## config.mk

```make
export PLATFORM = sky130hd
export DESIGN_NAME = pmsq_top
export DESIGN_NICKNAME = d
export VERILOG_FILES = /design/src/rtl/pmsq_pkg.sv /design/src/rtl/pmsq_slot.sv /design/src/rtl/pmsq_seq.sv /design/src/rtl/pmsq_top.sv
export SDC_FILE = /design/constraint.sdc
export NUM_CORES = 1
export LEC_CHECK = 0
export BUFFER_PORTS_ARGS = -buffer_cell sky130_fd_sc_hd__buf_2
export CAP_MARGIN = 10
export CELL_PAD_IN_SITES_DETAIL_PLACEMENT = 0
export CELL_PAD_IN_SITES_GLOBAL_PLACEMENT = 1
export CORE_ASPECT_RATIO = 0.9
export CORE_UTILIZATION = 42
export CTS_BUF_LIST = sky130_fd_sc_hd__clkbuf_4
export CTS_CLUSTER_SIZE = 25
export DETAILED_ROUTE_END_ITERATION = 7
export GPL_TIMING_DRIVEN = 0
export MAX_ROUTING_LAYER = met4
export PLACE_DENSITY_LB_ADDON = 0.1
export RECOVER_POWER = 50
export SLEW_MARGIN = 25
export SYNTH_ARGS = -nofsm -noshare
export SYNTH_HDL_FRONTEND = slang
export SYNTH_SLANG_ARGS = --single-unit
export TNS_END_PERCENT = 20
```

## constraint.sdc

```tcl
create_clock -name clk -period 1.9 [get_ports clk]
set_input_delay 0.095 -clock clk [delete_from_list [all_inputs] [get_ports clk]]
set_output_delay 0.095 -clock clk [all_outputs]
set_load 0.005 [all_outputs]
```

## src/rtl/pmsq_pkg.sv

```systemverilog
package pmsq_pkg;
  localparam int unsigned ADDR_W  = 12;
  localparam int unsigned DATA_W  = 32;
  localparam int unsigned FIELD_W = 5;

  localparam logic [ADDR_W-1:0] CTRL_BASE = 12'hA00;
  localparam logic [ADDR_W-1:0] STAT_BASE = 12'h800;
  localparam logic [ADDR_W-1:0] CMD_ADDR  = 12'h120;
  localparam logic [ADDR_W-1:0] BUSY_ADDR = 12'h128;

  localparam logic [FIELD_W-1:0] ST_ON     = 5'd3;
  localparam logic [FIELD_W-1:0] ST_CLKOFF = 5'd2;

  // Byte offset of the word belonging to module idx in a window.
  function automatic logic [ADDR_W-1:0] reg_addr(logic [ADDR_W-1:0] base, int idx);
    return base + ADDR_W'(4 * idx);
  endfunction

  function automatic logic st_clk_en(logic [FIELD_W-1:0] s);
    return s == ST_ON;
  endfunction

  function automatic logic st_rst_rel(logic [FIELD_W-1:0] s);
    return (s == ST_ON) || (s == ST_CLKOFF);
  endfunction
endpackage

```

## src/rtl/pmsq_slot.sv

```systemverilog
module pmsq_slot
  import pmsq_pkg::*;
#(
  parameter int unsigned ACK_LAT = 4
) (
  input  logic               clk,
  input  logic               rst_n,
  input  logic               ctrl_we,
  input  logic [DATA_W-1:0]  wdata,
  input  logic               go_accept,
  output logic [DATA_W-1:0]  ctrl_q,
  output logic [FIELD_W-1:0] cur_q,
  output logic               pend_q,
  output logic               clk_en,
  output logic               rst_rel
);
  localparam int unsigned CNT_W = $clog2(ACK_LAT + 1);

  logic [CNT_W-1:0]   cnt_q;
  logic [FIELD_W-1:0] tgt_q;
  logic               changed;

  assign changed = ctrl_q[FIELD_W-1:0] != cur_q;

  always_ff @(posedge clk) begin
    if (!rst_n) begin
      ctrl_q <= '0;
      cur_q  <= '0;
      tgt_q  <= '0;
      cnt_q  <= '0;
      pend_q <= 1'b0;
    end else begin
      if (ctrl_we) ctrl_q <= wdata;
      if (go_accept && changed) begin
        pend_q <= 1'b1;
        cnt_q  <= CNT_W'(ACK_LAT - 1);
        tgt_q  <= ctrl_q[FIELD_W-1:0];
      end else if (pend_q) begin
        if (cnt_q == '0) begin
          pend_q <= 1'b0;
          cur_q  <= tgt_q;
        end else begin
          cnt_q <= cnt_q - 1'b1;
        end
      end
    end
  end

  assign clk_en  = st_clk_en(cur_q);
  assign rst_rel = st_rst_rel(cur_q);
endmodule

```

## src/rtl/pmsq_seq.sv

```systemverilog
module pmsq_seq (
  input  logic clk,
  input  logic rst_n,
  input  logic go_req,
  input  logic pend_any,
  output logic go_accept,
  output logic busy_q
);
  assign go_accept = go_req && !busy_q;

  always_ff @(posedge clk) begin
    if (!rst_n)                   busy_q <= 1'b0;
    else if (go_accept)           busy_q <= 1'b1;
    else if (busy_q && !pend_any) busy_q <= 1'b0;
  end
endmodule

```

## src/rtl/pmsq_top.sv

```systemverilog
module pmsq_top
  import pmsq_pkg::*;
#(
  parameter int unsigned N_MOD   = 4,
  parameter int unsigned ACK_LAT = 4
) (
  input  logic              clk,
  input  logic              rst_n,
  input  logic              wr_en,
  input  logic [11:0]       addr,
  input  logic [31:0]       wdata,
  output logic [31:0]       rdata,
  output logic [N_MOD-1:0]  mod_clk_en,
  output logic [N_MOD-1:0]  mod_rst_n
);
  localparam int unsigned CUR_W = N_MOD * FIELD_W;

  logic [DATA_W-1:0]  ctrl_v [N_MOD];
  logic [FIELD_W-1:0] cur_v  [N_MOD];
  logic [N_MOD-1:0]   pend_v;
  logic [CUR_W-1:0]   cur_flat;
  logic               go_req, go_acc, busy_q;

  assign go_req = wr_en && (addr == CMD_ADDR) && wdata[0];

  pmsq_seq u_seq (
    .clk(clk), .rst_n(rst_n), .go_req(go_req), .pend_any(|pend_v),
    .go_accept(go_acc), .busy_q(busy_q)
  );

  for (genvar g = 0; g < N_MOD; g++) begin : g_slot
    logic we_g;
    assign we_g = wr_en && (addr == reg_addr(CTRL_BASE, g));
    pmsq_slot #(.ACK_LAT(ACK_LAT)) u_slot (
      .clk(clk), .rst_n(rst_n), .ctrl_we(we_g), .wdata(wdata),
      .go_accept(go_acc), .ctrl_q(ctrl_v[g]), .cur_q(cur_v[g]),
      .pend_q(pend_v[g]), .clk_en(mod_clk_en[g]), .rst_rel(mod_rst_n[g])
    );
    assign cur_flat[g*FIELD_W +: FIELD_W] = cur_v[g];
  end

  always_comb begin
    rdata = '0;
    if (addr == BUSY_ADDR) rdata = {{(DATA_W-1){1'b0}}, busy_q};
    for (int i = 0; i < N_MOD; i++) begin
      if (addr == reg_addr(CTRL_BASE, i)) rdata = ctrl_v[i];
      if (addr == reg_addr(STAT_BASE, i)) rdata = {{(DATA_W-FIELD_W){1'b0}}, cur_v[i]};
    end
  end
endmodule

```

# ---- Word level (Yosys, flattened, before mapping)
# Index checks and enable logic that the tools add are counted.
dict set report op_classes {
  addsub 4
  eq_ne 26
  n_mux 35
  n_bitwise 9
  reduce_logical 44
}
# op count
set ops {}
lappend ops {{32-bit two-way mux} 8}
lappend ops {{12-bit equality test (second input constant)} 8}
lappend ops {{5-bit by 2-bit equality test with 1-bit output (second input constant)} 8}
lappend ops {{12-bit by 9-bit equality test with 1-bit output (second input constant)} 2}
lappend ops {{2-bit two-way mux} 12}
lappend ops {{5-bit != test} 4}
lappend ops {{2-bit AND reduction} 8}
lappend ops {{1-bit two-way mux} 15}
lappend ops {{1-bit logical AND} 12}
lappend ops {{3-bit logical NOT} 4}
lappend ops {{3-bit AND reduction} 4}
lappend ops {{3-bit by 1-bit subtractor with 3-bit output (second input constant)} 4}
lappend ops {{2-bit nonzero test} 5}
lappend ops {{1-bit inverter} 9}
lappend ops {{2-bit by 1-bit != test with 1-bit output (second input constant)} 4}
lappend ops {{2-bit OR reduction} 4}
lappend ops {{1-bit logical OR} 4}
lappend ops {{4-bit OR reduction} 1}
lappend ops {{1-bit logical NOT} 2}
dict set report totals {
  ff_bits 185
  input_bits 47
  out_inout_bits 40
  elab_cells 143
}

# ---- Depth between registers and ports, before layout
# Gate-level depths: netlist of run 1.
dict set report logic_depth {
  ltp_word 10
  ltp_mapped 8
  mapped_depth_nobuf 7
}

# ---- Modules after synthesis
# From an unflattened synthesis of run 1, not the netlist that was laid out.
dict set report hier_totals {
  cells_unflattened 1019
  area_unflattened_um2 9766.9
}
# module instances cells_each area_per_inst_um2 seq_area_each_um2
set modules_own_cells {}
lappend modules_own_cells {pmsq_slot 4 211 2134.5 920.9}
lappend modules_own_cells {pmsq_top 1 171 1181.1 0.0}
lappend modules_own_cells {pmsq_seq 1 4 47.5 20.0}

# ---- Least setup slack after synthesis of run 1
# Ideal clock, no wire load.
dict set report synth_timing {
  path_type {input -> output}
  start {input port addr[4]}
  end {output port rdata[4]}
  arrival_time_ns 1.877
  t_required_ns 1.805
  setup_slack_ns -0.072
  stages 6
  path_buffers 1
  path_cell_list {or4_4 > buf_6 > or3_4 > or3_1 > a221o_1 > nand3_1}
}
dict set report synth_via {
  elab_chain_cells 9
  word_cells_on_any_way 16
  classes_between {eq/ne (8); mux (8)}
}
# element line_no
set synth_lines {}
lappend synth_lines {{from (decl)} pmsq_top.sv:10} ;# input logic [11:0] addr,
lappend synth_lines {{12-bit equality test} pmsq_top.sv:46} ;# if (addr == reg_addr(CTRL_BASE, i)) rdata = ctrl_v[i];
lappend synth_lines {{32-bit two-way mux} pmsq_top.sv:46}
lappend synth_lines {{32-bit two-way mux} pmsq_top.sv:47} ;# if (addr == reg_addr(STAT_BASE, i)) rdata = {{(DATA_W-FIELD_W){1'b0}}, cur_v[i]};
lappend synth_lines {{32-bit two-way mux} pmsq_top.sv:46}
lappend synth_lines {{32-bit two-way mux} pmsq_top.sv:47}
lappend synth_lines {{32-bit two-way mux} pmsq_top.sv:46}
lappend synth_lines {{32-bit two-way mux} pmsq_top.sv:47}
lappend synth_lines {{32-bit two-way mux} pmsq_top.sv:46}
lappend synth_lines {{32-bit two-way mux (*)} pmsq_top.sv:47}
lappend synth_lines {{to (decl)} pmsq_top.sv:12} ;# output logic [31:0] rdata,
# Every way passes the cells marked *; elsewhere a longest branch is shown, timed or not.

# ---- Final worst setup path of run 1
dict set report layout_timing {
  start {input port addr[5]}
  end {output port rdata[4]}
}
# Same word-level chain as after synthesis.

==> flow_summary.html, run 1 <==
<table>
<tr><th>Metric</th><th>Value</th></tr>
<tr><th colspan="2">Run status</th></tr>
<tr><td>Result of the run</td><td>finished, violations left</td></tr>
<tr><td>Violations in the final reports</td><td>setup timing</td></tr>
<tr><th colspan="2">Clock tree</th></tr>
<tr><td>Clock-pin transition on the worst setup and hold timing paths</td><td>160 ps</td></tr>
<tr><td>Sinks on Clock Net</td><td>185</td></tr>
<tr><td>Deepest level of the CTS H-tree</td><td>4</td></tr>
<tr><td>TritonCTS buffer count</td><td>17</td></tr>
<tr><td>Source-to-sink clock delay at the later pin of the worst-skew pair</td><td>600 ps</td></tr>
<tr><td>Maximum clock path buffer count</td><td>2</td></tr>
<tr><td>Clock tree from TritonCTS</td><td>done</td></tr>
<tr><td>CTS root buffer</td><td>sky130_fd_sc_hd__clkbuf_4</td></tr>
<tr><th colspan="2">Final layout</th></tr>
<tr><td>Register cell area after layout</td><td>3750 um^2</td></tr>
<tr><td>Filler cell count in the final layout</td><td>1,951</td></tr>
<tr><td>Area of combinational cells with multiple inputs</td><td>4920 um^2</td></tr>
<tr><td>Area grow syn2layout</td><td>26.4%</td></tr>
<tr><td>Share of layout cells above drive strength 1</td><td>22.6%</td></tr>
<tr><td>Final net count</td><td>1,287</td></tr>
<tr><th colspan="2">Yosys</th></tr>
<tr><td>Post-synthesis sequential element count</td><td>185</td></tr>
<tr><td>Post-synthesis instance total</td><td>1,053</td></tr>
<tr><td>Post-synthesis sequential area ratio</td><td>42.6%</td></tr>
<tr><td>Number of warning messages in the yosys log</td><td>0</td></tr>
<tr><td>Count of flip-flops with a built-in enable after synthesis</td><td>0</td></tr>
<tr><td>Net count after synthesis</td><td>1,108</td></tr>
<tr><td>Post-synthesis async set-or-reset flop share</td><td>0%</td></tr>
<tr><td>Post-synthesis cell type count</td><td>62</td></tr>
<tr><td>Post-synthesis cell area</td><td>8700 um^2</td></tr>
<tr><td>Average footprint of a synthesized cell</td><td>8.26 um^2</td></tr>
<tr><td>Top flip-flop cell by instance count after synthesis</td><td>sky130_fd_sc_hd__dfxtp_1</td></tr>
<tr><th colspan="2">Floorplanning</th></tr>
<tr><td>Total die area</td><td>21,300 um^2</td></tr>
<tr><td>Initial standard-cell utilization of the core</td><td>43.2%</td></tr>
<tr><td>Floorplan die height</td><td>139 um</td></tr>
<tr><td>Core box area</td><td>20,100 um^2</td></tr>
<tr><td>Boundary Pins</td><td>87</td></tr>
<tr><td>Horizontal extent of the die</td><td>154 um</td></tr>
<tr><td>Row count</td><td>49</td></tr>
<tr><th colspan="2">Worst setup path</th></tr>
<tr><td>Data arrival time of the critical path</td><td>2030 ps</td></tr>
<tr><td>Minimum setup slack among reg-to-reg paths</td><td>-70 ps</td></tr>
<tr><td>Crit path launch type</td><td>input pin</td></tr>
<tr><td>Endpoint required time on the critical path</td><td>1800 ps</td></tr>
<tr><td>Path type of the worst setup path</td><td>input pin to output port</td></tr>
<tr><td>R2R Path Start</td><td>u_seq.busy_q</td></tr>
<tr><td>Max FO, Critical Path</td><td>4</td></tr>
<tr><td>Reg2reg path depth</td><td>7</td></tr>
<tr><td>Endpoint of the worst register-to-register path</td><td>g_slot[2].u_slot.tgt_q[0]</td></tr>
<tr><td>Worst setup EP type</td><td>output port</td></tr>
<tr><th colspan="2">Place</th></tr>
<tr><td>Routability-driven placement congestion ratio</td><td>0.922</td></tr>
<tr><td>I/O Buffers</td><td>84</td></tr>
<tr><td>HPWL reported at the end of detailed placement</td><td>18,800 um</td></tr>
<tr><th colspan="2">Timing</th></tr>
<tr><td>Post-Route Skew</td><td>22.0 ps</td></tr>
<tr><td>Clock period minus final worst setup slack</td><td>2130 ps</td></tr>
<tr><td>Post-route clock period utilization</td><td>112%</td></tr>
<tr><td>Smallest setup slack after layout</td><td>-227 ps</td></tr>
<tr><td>Final-report hold violation count</td><td>0</td></tr>
<tr><td>Highest achievable clock rate</td><td>470 MHz</td></tr>
<tr><td>Pin slew with the least headroom to its limit</td><td>743 ps</td></tr>
<tr><td>Unrepaired setup endpoints after global routing</td><td>true</td></tr>
<tr><td>Relative slew slack</td><td>50.5%</td></tr>
<tr><td>Final number of max-transition violations</td><td>0</td></tr>
<tr><td>Setup violations, final</td><td>55</td></tr>
<tr><td>Post-Route Hold Slack</td><td>180 ps</td></tr>
<tr><td>TNS Setup</td><td>-4040 ps</td></tr>
<tr><th colspan="2">Global routing</th></tr>
<tr><td>Pin count of the biggest net entering global routing</td><td>19</td></tr>
<tr><td>Antenna violations before repair</td><td>1</td></tr>
<tr><td>Global routing met3 resource utilization</td><td>3.54%</td></tr>
<tr><td>Most crowded layer after global routing</td><td>met2</td></tr>
<tr><td>Global-route wire length before repair</td><td>42,800 um</td></tr>
<tr><td>GR Layer Usage met2</td><td>39.7%</td></tr>
<tr><td>Remaining Overflow, GRT</td><td>0</td></tr>
<tr><td>Global routing usage summed across all routing layers</td><td>27.0%</td></tr>
<tr><td>Met1 Usage GRT</td><td>38.8%</td></tr>
<tr><td>Number of global-route vias before repair</td><td>7,370</td></tr>
<tr><th colspan="2">Power</th></tr>
<tr><td>P per Cell Area</td><td>596 nW/um^2</td></tr>
<tr><td>Leakage power of the design</td><td>3.99 nW</td></tr>
<tr><td>IR drop worst, VDD</td><td>0.000401 V</td></tr>
<tr><th colspan="2">Detailed routing</th></tr>
<tr><td>DRC errors left</td><td>0</td></tr>
<tr><td>Vias/cell</td><td>5.30</td></tr>
<tr><td>Vias after detailed routing</td><td>7,954</td></tr>
<tr><td>First-pass DRT Iterations</td><td>8</td></tr>
<tr><td>Final routed wirelength across all metal layers</td><td>27,500 um</td></tr>
<tr><td>DRT iter0 DRCs</td><td>599</td></tr>
<tr><td>Detailed-route wire length per cell</td><td>18.3 um</td></tr>
<tr><td>Post-DRT Antenna Nets</td><td>0</td></tr>
<tr><th colspan="2">Run</th></tr>
<tr><td>MaxCap Viol Count</td><td>0</td></tr>
<tr><th colspan="2">Hold path</th></tr>
<tr><td>Hold Path Depth</td><td>5</td></tr>
<tr><td>Hold Path Class</td><td>input pin to register</td></tr>
<tr><td>Launch point of the worst hold path</td><td>addr[11]</td></tr>
<tr><td>Worst hold endpoint</td><td>u_seq.busy_q</td></tr>
</table>
## per-layer routing
layer	wire length [um]	vias to the layer above
li1	-	3906
met1	13800	3831
met2	12100	186
met3	1210	31
met4	445	0
met5	0	-
## worst max-delay path, cell delays in order
cell	delay [ps]
sky130_fd_sc_hd__buf_8	100
sky130_fd_sc_hd__or4_4	570
sky130_fd_sc_hd__or3_4	380
sky130_fd_sc_hd__or3_4	350
sky130_fd_sc_hd__a221o_1	350
sky130_fd_sc_hd__nand3_2	70
sky130_fd_sc_hd__buf_2	110
## cell usage after synthesis, types with 2 or more instances
| master | n | area share, % |
|---|---|---|
| sky130_fd_sc_hd__o22ai_1 | 2 | 0.14 |
| sky130_fd_sc_hd__a21boi_1 | 21 | 1.8 |
| sky130_fd_sc_hd__or3_2 | 2 | 0.17 |
| sky130_fd_sc_hd__ha_1 | 8 | 1.2 |
| sky130_fd_sc_hd__inv_1 | 11 | 0.47 |
| sky130_fd_sc_hd__buf_2 | 17 | 0.98 |
| sky130_fd_sc_hd__nor3_1 | 6 | 0.35 |
| sky130_fd_sc_hd__xnor2_1 | 16 | 1.6 |
| sky130_fd_sc_hd__mux2i_1 | 42 | 4.8 |
| sky130_fd_sc_hd__o21ai_0 | 5 | 0.29 |
| sky130_fd_sc_hd__a22oi_1 | 16 | 1.4 |
| sky130_fd_sc_hd__clkbuf_1 | 41 | 1.8 |
| sky130_fd_sc_hd__nor2b_1 | 21 | 1.5 |
| sky130_fd_sc_hd__buf_4 | 13 | 1.1 |
| sky130_fd_sc_hd__buf_6 | 3 | 0.39 |
| sky130_fd_sc_hd__nor3b_1 | 3 | 0.26 |
| sky130_fd_sc_hd__nor2_1 | 13 | 0.56 |
| sky130_fd_sc_hd__dfxtp_1 | 185 | 43 |
| sky130_fd_sc_hd__a31oi_2 | 4 | 0.58 |
| sky130_fd_sc_hd__a21oi_1 | 12 | 0.69 |
| sky130_fd_sc_hd__nor3b_2 | 4 | 0.58 |
| sky130_fd_sc_hd__xor2_1 | 12 | 1.2 |
| sky130_fd_sc_hd__and3_1 | 3 | 0.22 |
| sky130_fd_sc_hd__nor4_1 | 8 | 0.58 |
| sky130_fd_sc_hd__nand4_1 | 3 | 0.22 |
| sky130_fd_sc_hd__a222oi_1 | 13 | 1.5 |
| sky130_fd_sc_hd__o21a_1 | 12 | 1.0 |
| sky130_fd_sc_hd__and2_1 | 12 | 0.86 |
| sky130_fd_sc_hd__nor4_4 | 2 | 0.49 |
| sky130_fd_sc_hd__a21boi_0 | 108 | 9.3 |
| sky130_fd_sc_hd__nand3_1 | 23 | 1.3 |
| sky130_fd_sc_hd__nor4b_1 | 5 | 0.50 |
| sky130_fd_sc_hd__nand2_1 | 372 | 16 |
| sky130_fd_sc_hd__mux2_2 | 3 | 0.39 |
| sky130_fd_sc_hd__nand2b_1 | 5 | 0.36 |
## area by class of cell
type	count	share of cell area [%]
Antenna cell	1	0.0228
Clock buffer	17	1.16
Sequential cell	185	34.1
Buffer	75	4.37
Tap cell	255	2.90
Clock inverter	15	1.41
Multi-Input combinational cell	781	44.8
Timing Repair Buffer	161	10.9
Inverter	11	0.376
## layout by cell type (no fill, tap or decap), drive strengths merged, types with 8 or more instances in the layout
master,count
dlygate4sd3,33
clkbuf,61
a222oi,13
ha,8
nor4,10
nor2b,21
inv,20
o21a,12
dfxtp,185
nand3,23
xnor2,16
and2,12
mux2i,42
a21oi,12
a21boi,129
nand2,372
buf,159
xor2,12
a22oi,16
nor2,13
## where the power goes
| group | leakage [nW] | switching (mW) | total [mW] | internal [mW] |
|---|---|---|---|---|
| Clock | 0.148 | 1.57 | 2.28 | 0.705 |
| Sequential | 1.50 | 0.000200 | 3.87 | 3.87 |
| Combinational | 2.34 | 0.224 | 0.405 | 0.181 |
## state kept, by name, summed over array words and instances (netlist names)
signal / count
g_slot.u_slot.tgt_q: 20
u_seq.busy_q: 1
g_slot.u_slot.cnt_q: 12
g_slot.u_slot.pend_q: 4
g_slot.u_slot.cur_q: 20
g_slot.u_slot.ctrl_q: 128
## logic make-up (layout without fill, tap and decap cells)
kind of cell,count (synthesis),count (layout),synth area share (%)
muxes,45,45,5.22
and+or+nand+nor,493,493,25.2
AOI/OAI and AO/OA,207,207,18.1
xor gates and xnor gates,28,28,2.82
adders and majority gates,8,8,1.15
other,0,1,0
buffers and inverters,87,279,4.95
DFF,185,185,42.6
## through the flow
| step | utilization (%) | area [um^2] | instances | setup WS (ps) | total power [mW] |
|---|---|---|---|---|---|
| CTS | 52.6 | 10600 | 1481 | -361 | 6.57 |
| global placement | 46.9 | 9440 | 1392 | -1090 | 4.28 |
| finish | 54.7 | 11000 | 1501 | -227 | 6.55 |
| floorplan | - | 8700 | 1053 | 3.74 | 4.11 |
| detailed placement | 47.0 | 9440 | 1392 | -1070 | 4.28 |
| global route | 54.7 | 11000 | 1501 | -268 | 6.79 |
## what timing repair did
| action | 4_1_cts | 5_1_grt |
|---|---|---|
| gates cloned | 1 | 1 |
| hold buffers | 33 | 0 |
| gates resized for setup | 79 | 71 |
| setup endpoints to repair | 94 | 92 |
| pin swaps | 17 | 28 |
| hold endpoints to repair | 128 | 0 |
| buffers inserted | 24 | 20 |
## worst max path at each step
stage	from	to	slack, ps
final	addr[5]	rdata[4]	-230
after global routing	g_slot[2].u_slot.ctrl_q[1]	rdata[1]	-270
after CTS	addr[8]	rdata[4]	-360
after detailed placement	addr[4]	rdata[1]	-1070
after global placement	addr[4]	rdata[1]	-1090
after floorplan	addr[4]	rdata[4]	4
(Power assumes the default switching activity.)
==> run 2, diff against run 1 <==
- CORE_UTILIZATION: 42 -> 44
- SYNTH_HIERARCHICAL: default -> 1
==> flow_summary.html, run 2 <==
<table>
<tr><th>Metric</th><th>Value</th></tr>
<tr><th colspan="2">Run status</th></tr>
<tr><td>Result of the run</td><td>finished, violations left (unchanged)</td></tr>
<tr><td>Violations in the final reports</td><td>setup timing (unchanged)</td></tr>
<tr><th colspan="2">Timing</th></tr>
<tr><td>Relative slew slack</td><td>64.1% (was 50.5%)</td></tr>
<tr><td>Post-Route Skew</td><td>39.4 ps (was 22.0 ps)</td></tr>
<tr><td>Clock period minus final worst setup slack</td><td>2080 ps (was 2130 ps)</td></tr>
<tr><td>TNS Setup</td><td>-4260 ps (was -4040 ps)</td></tr>
<tr><td>Post-route clock period utilization</td><td>110% (was 112%)</td></tr>
<tr><td>Smallest setup slack after layout</td><td>-181 ps (was -227 ps)</td></tr>
<tr><td>Final number of max-transition violations</td><td>0 (unchanged)</td></tr>
<tr><td>Highest achievable clock rate</td><td>480 MHz (was 470 MHz)</td></tr>
<tr><td>Unrepaired setup endpoints after global routing</td><td>true (unchanged)</td></tr>
<tr><td>Post-Route Hold Slack</td><td>161 ps (was 180 ps)</td></tr>
<tr><td>Setup violations, final</td><td>99 (was 55)</td></tr>
<tr><td>Final-report hold violation count</td><td>0 (unchanged)</td></tr>
<tr><td>Pin slew with the least headroom to its limit</td><td>539 ps (was 743 ps)</td></tr>
<tr><th colspan="2">Place</th></tr>
<tr><td>I/O Buffers</td><td>84 (unchanged)</td></tr>
<tr><td>HPWL reported at the end of detailed placement</td><td>18,600 um (was 18,800 um)</td></tr>
<tr><td>Routability-driven placement congestion ratio</td><td>0.819 (was 0.922)</td></tr>
<tr><th colspan="2">Worst setup path</th></tr>
<tr><td>Path type of the worst setup path</td><td>register to output port (was input pin to output port)</td></tr>
<tr><td>Data arrival time of the critical path</td><td>1990 ps (was 2030 ps)</td></tr>
<tr><td>Endpoint of the worst register-to-register path</td><td>g_slot[1].u_slot/cur_q[2] (was g_slot[2].u_slot.tgt_q[0])</td></tr>
<tr><td>Max FO, Critical Path</td><td>2 (was 4)</td></tr>
<tr><td>Worst setup EP type</td><td>output port (unchanged)</td></tr>
<tr><td>Endpoint required time on the critical path</td><td>1800 ps (about the same)</td></tr>
<tr><td>R2R Path Start</td><td>u_seq/busy_q (was u_seq.busy_q)</td></tr>
<tr><td>Minimum setup slack among reg-to-reg paths</td><td>80 ps (was -70 ps)</td></tr>
<tr><td>Crit path launch type</td><td>register (was input pin)</td></tr>
<tr><td>Reg2reg path depth</td><td>6 (was 7)</td></tr>
<tr><th colspan="2">Detailed routing</th></tr>
<tr><td>Detailed-route wire length per cell</td><td>18.3 um (about the same)</td></tr>
<tr><td>Final routed wirelength across all metal layers</td><td>27,000 um (was 27,500 um)</td></tr>
<tr><td>DRT iter0 DRCs</td><td>494 (was 599)</td></tr>
<tr><td>Vias after detailed routing</td><td>8,153 (was 7,954)</td></tr>
<tr><td>Post-DRT Antenna Nets</td><td>0 (unchanged)</td></tr>
<tr><td>First-pass DRT Iterations</td><td>5 (was 8)</td></tr>
<tr><td>DRC errors left</td><td>0 (unchanged)</td></tr>
<tr><td>Vias/cell</td><td>5.53 (was 5.30)</td></tr>
<tr><th colspan="2">Power</th></tr>
<tr><td>IR drop worst, VDD</td><td>0.000427 V (was 0.000401 V)</td></tr>
<tr><td>P per Cell Area</td><td>570 nW/um^2 (was 596 nW/um^2)</td></tr>
<tr><td>Final Total Pwr</td><td>6.57 mW (was 6.55 mW)</td></tr>
<tr><td>Leakage power of the design</td><td>4.28 nW (was 3.99 nW)</td></tr>
<tr><th colspan="2">Final layout</th></tr>
<tr><td>Share of layout cells above drive strength 1</td><td>21.2% (was 22.6%)</td></tr>
<tr><td>Area grow syn2layout</td><td>17.9% (was 26.4%)</td></tr>
<tr><td>Final net count</td><td>1,225 (was 1,287)</td></tr>
<tr><td>Register cell area after layout</td><td>3760 um^2 (was 3750 um^2)</td></tr>
<tr><td>Most frequent standard cell in the layout excluding fill and tap cells</td><td>sky130_fd_sc_hd__dfxtp_1 (was sky130_fd_sc_hd__nand2_1)</td></tr>
<tr><td>Most used cells in the layout excluding fill and tap cells</td><td>sky130_fd_sc_hd__dfxtp_1, sky130_fd_sc_hd__mux2i_1, sky130_fd_sc_hd__nor2b_1, sky130_fd_sc_hd__buf_2, sky130_fd_sc_hd__a22oi_1 (was sky130_fd_sc_hd__nand2_1, sky130_fd_sc_hd__dfxtp_1, sky130_fd_sc_hd__a21boi_0, sky130_fd_sc_hd__buf_2)</td></tr>
<tr><td>Filler cell count in the final layout</td><td>2,090 (was 1,951)</td></tr>
<tr><td>Number of flip-flops in the largest register</td><td>128 (unchanged)</td></tr>
<tr><td>Leading registers by flop count</td><td>g_slot.u_slot/ctrl_q: 128 flops, g_slot.u_slot/cur_q: 20 flops, g_slot.u_slot/tgt_q: 20 flops (was g_slot.u_slot.ctrl_q: 128 flops, g_slot.u_slot.cur_q: 20 flops, g_slot.u_slot.tgt_q: 20 flops)</td></tr>
<tr><td>Register with the most flip-flops</td><td>g_slot.u_slot/ctrl_q (was g_slot.u_slot.ctrl_q)</td></tr>
<tr><td>Area of combinational cells with multiple inputs</td><td>5770 um^2 (was 4920 um^2)</td></tr>
<tr><th colspan="2">Yosys</th></tr>
<tr><td>Top flip-flop cell by instance count after synthesis</td><td>sky130_fd_sc_hd__dfxtp_1 (unchanged)</td></tr>
<tr><td>Average footprint of a synthesized cell</td><td>9.58 um^2 (was 8.26 um^2)</td></tr>
<tr><td>Net count after synthesis</td><td>1,074 (was 1,108)</td></tr>
<tr><td>List of most frequent post-synthesis cells</td><td>sky130_fd_sc_hd__dfxtp_1, sky130_fd_sc_hd__mux2i_1, sky130_fd_sc_hd__nor2b_1, sky130_fd_sc_hd__a22oi_1, sky130_fd_sc_hd__nand2_1 (was sky130_fd_sc_hd__nand2_1, sky130_fd_sc_hd__dfxtp_1, sky130_fd_sc_hd__a21boi_0, sky130_fd_sc_hd__mux2i_1, sky130_fd_sc_hd__clkbuf_1)</td></tr>
<tr><td>Post-synthesis sequential element count</td><td>185 (unchanged)</td></tr>
<tr><td>Post-synthesis sequential area ratio</td><td>37.9% (was 42.6%)</td></tr>
<tr><td>Count of flip-flops with a built-in enable after synthesis</td><td>0 (unchanged)</td></tr>
<tr><td>Post-synthesis cell area</td><td>9770 um^2 (was 8700 um^2)</td></tr>
<tr><td>Number of warning messages in the yosys log</td><td>6 (was 0)</td></tr>
<tr><td>Post-synthesis async set-or-reset flop share</td><td>0% (unchanged)</td></tr>
<tr><td>Most frequent cell after synthesis</td><td>sky130_fd_sc_hd__dfxtp_1 (was sky130_fd_sc_hd__nand2_1)</td></tr>
<tr><td>Cell type contributing the most total cell area after synthesis</td><td>sky130_fd_sc_hd__dfxtp_1 (unchanged)</td></tr>
<tr><td>Post-synthesis cell type count</td><td>54 (was 62)</td></tr>
<tr><td>Post-synthesis instance total</td><td>1,019 (was 1,053)</td></tr>
<tr><td>Area contributors post-synth</td><td>sky130_fd_sc_hd__dfxtp_1, sky130_fd_sc_hd__mux2i_1, sky130_fd_sc_hd__nor2b_1 (was sky130_fd_sc_hd__dfxtp_1, sky130_fd_sc_hd__nand2_1, sky130_fd_sc_hd__a21boi_0)</td></tr>
<tr><td>Synth top area share</td><td>37.9% (was 42.6%)</td></tr>
<tr><th colspan="2">Clock tree</th></tr>
<tr><td>Sinks on Clock Net</td><td>185 (unchanged)</td></tr>
<tr><td>TritonCTS buffer count</td><td>17 (unchanged)</td></tr>
<tr><td>CTS root buffer</td><td>sky130_fd_sc_hd__clkbuf_4 (unchanged)</td></tr>
<tr><td>Deepest level of the CTS H-tree</td><td>4 (unchanged)</td></tr>
<tr><td>Clock tree from TritonCTS</td><td>done (unchanged)</td></tr>
<tr><td>Clock-pin transition on the worst setup and hold timing paths</td><td>200 ps (was 160 ps)</td></tr>
<tr><td>Maximum clock path buffer count</td><td>2 (unchanged)</td></tr>
<tr><td>Source-to-sink clock delay at the later pin of the worst-skew pair</td><td>600 ps (about the same)</td></tr>
<tr><th colspan="2">Floorplanning</th></tr>
<tr><td>Row count</td><td>51 (was 49)</td></tr>
<tr><td>Total die area</td><td>22,800 um^2 (was 21,300 um^2)</td></tr>
<tr><td>Initial standard-cell utilization of the core</td><td>45.0% (was 43.2%)</td></tr>
<tr><td>Floorplan die height</td><td>143 um (was 139 um)</td></tr>
<tr><td>Horizontal extent of the die</td><td>159 um (was 154 um)</td></tr>
<tr><td>Boundary Pins</td><td>87 (unchanged)</td></tr>
<tr><td>Core box area</td><td>21,700 um^2 (was 20,100 um^2)</td></tr>
<tr><th colspan="2">Global routing</th></tr>
<tr><td>Remaining Overflow, GRT</td><td>0 (unchanged)</td></tr>
<tr><td>Antenna violations before repair</td><td>1 (unchanged)</td></tr>
<tr><td>Global routing usage summed across all routing layers</td><td>24.9% (was 27.0%)</td></tr>
<tr><td>Number of global-route vias before repair</td><td>7,786 (was 7,370)</td></tr>
<tr><td>Global-route wire length before repair</td><td>43,400 um (was 42,800 um)</td></tr>
<tr><td>Pin count of the biggest net entering global routing</td><td>22 (was 19)</td></tr>
<tr><th colspan="2">Run</th></tr>
<tr><td>MaxCap Viol Count</td><td>0 (unchanged)</td></tr>
<tr><th colspan="2">Hold path</th></tr>
<tr><td>Worst hold endpoint</td><td>u_seq/busy_q (was u_seq.busy_q)</td></tr>
<tr><td>Hold Path Depth</td><td>4 (was 5)</td></tr>
<tr><td>Launch point of the worst hold path</td><td>wr_en (was addr[11])</td></tr>
<tr><td>Hold Path Class</td><td>input pin to register (unchanged)</td></tr>
</table>
[run 2: worst max-delay path, cell delays in order, from the launching register on]
cell	delay, ps
sky130_fd_sc_hd__dfxtp_4	400
sky130_fd_sc_hd__mux4_2	500
sky130_fd_sc_hd__nand2_2	80
sky130_fd_sc_hd__a32oi_1	60
sky130_fd_sc_hd__a21oi_1	130
sky130_fd_sc_hd__nor2_1	90
sky130_fd_sc_hd__buf_2	130
[run 2: timing repair]
item	CTS	global route
hold endpoints to repair	129	0
setup buffers	9	6
pin swaps	3	12
gates cloned	0	0
hold buffers	33	0
setup endpoints to repair	83	91
gates resized for setup	32	30
[run 2: area by class of cell]
type                            instances  area share, %
Multi-Input combinational cell        754           50.1
Clock inverter                         15           1.62
Inverter                               10          0.326
Clock buffer                           17           1.11
Antenna cell                            1         0.0217
Sequential cell                       185           32.6
Buffer                                 70           3.53
Timing Repair Buffer                  132           7.54
Tap cell                              291           3.16
[run 2: report_power, final]
part	leakage (nW)	internal [mW]	switching [mW]	total [mW]
combinational	2.61	0.161	0.208	0.369
sequential	1.50	3.87	0.000193	3.87
clock	0.166	0.648	1.68	2.33
total	4.28	4.68	1.89	6.57
[run 2: how the worst max path moves through the flow]
stage | from | to | slack (ps)
after floorplan | addr[2] | g_slot[0].u_slot/cur_q[0] | -170
after global placement | addr[4] | g_slot[0].u_slot/tgt_q[3] | -800
final | g_slot[0].u_slot/cur_q[2] | rdata[2] | -180
after CTS | g_slot[0].u_slot/cur_q[2] | rdata[2] | -240
after global routing | g_slot[0].u_slot/cur_q[4] | rdata[4] | -290
after detailed placement | addr[4] | g_slot[0].u_slot/tgt_q[3] | -790
[run 2: per-stage QoR]
step / worst slack [ps] / area (um^2) / util [%] / std cells
detailed placement: -791 / 10600 / 48.9 / 1394
floorplan: -171 / 9820 / - / 1019
global placement: -799 / 10600 / 48.9 / 1394
global route: -289 / 11500 / 53.1 / 1475
finish: -181 / 11500 / 53.1 / 1475
CTS: -240 / 11400 / 52.5 / 1468
[run 2: logic make-up (layout without fill, tap and decap cells)]
family,count (synthesis),in the layout,share of synthesized area (%)
xor gates and xnor gates,24,24,3.07
and+or+nand+nor,364,364,22.8
DFF,185,185,37.9
other,0,1,0
AOI/OAI and AO/OA,219,219,16.3
buffers and inverters,80,244,4.15
adders and majority gates,8,8,1.02
muxes,139,139,14.8
[run 2: per-layer routing]
metal	global-route usage [%]	wire, um	share of wire [%]	vias up
met5	-	0	0	-
met1	35.1	13800	51	3966
met2	38.1	12300	45	135
li1	-	-	-	4040
met3	3.43	845	3.1	12
met4	4.61	180	0.67	0
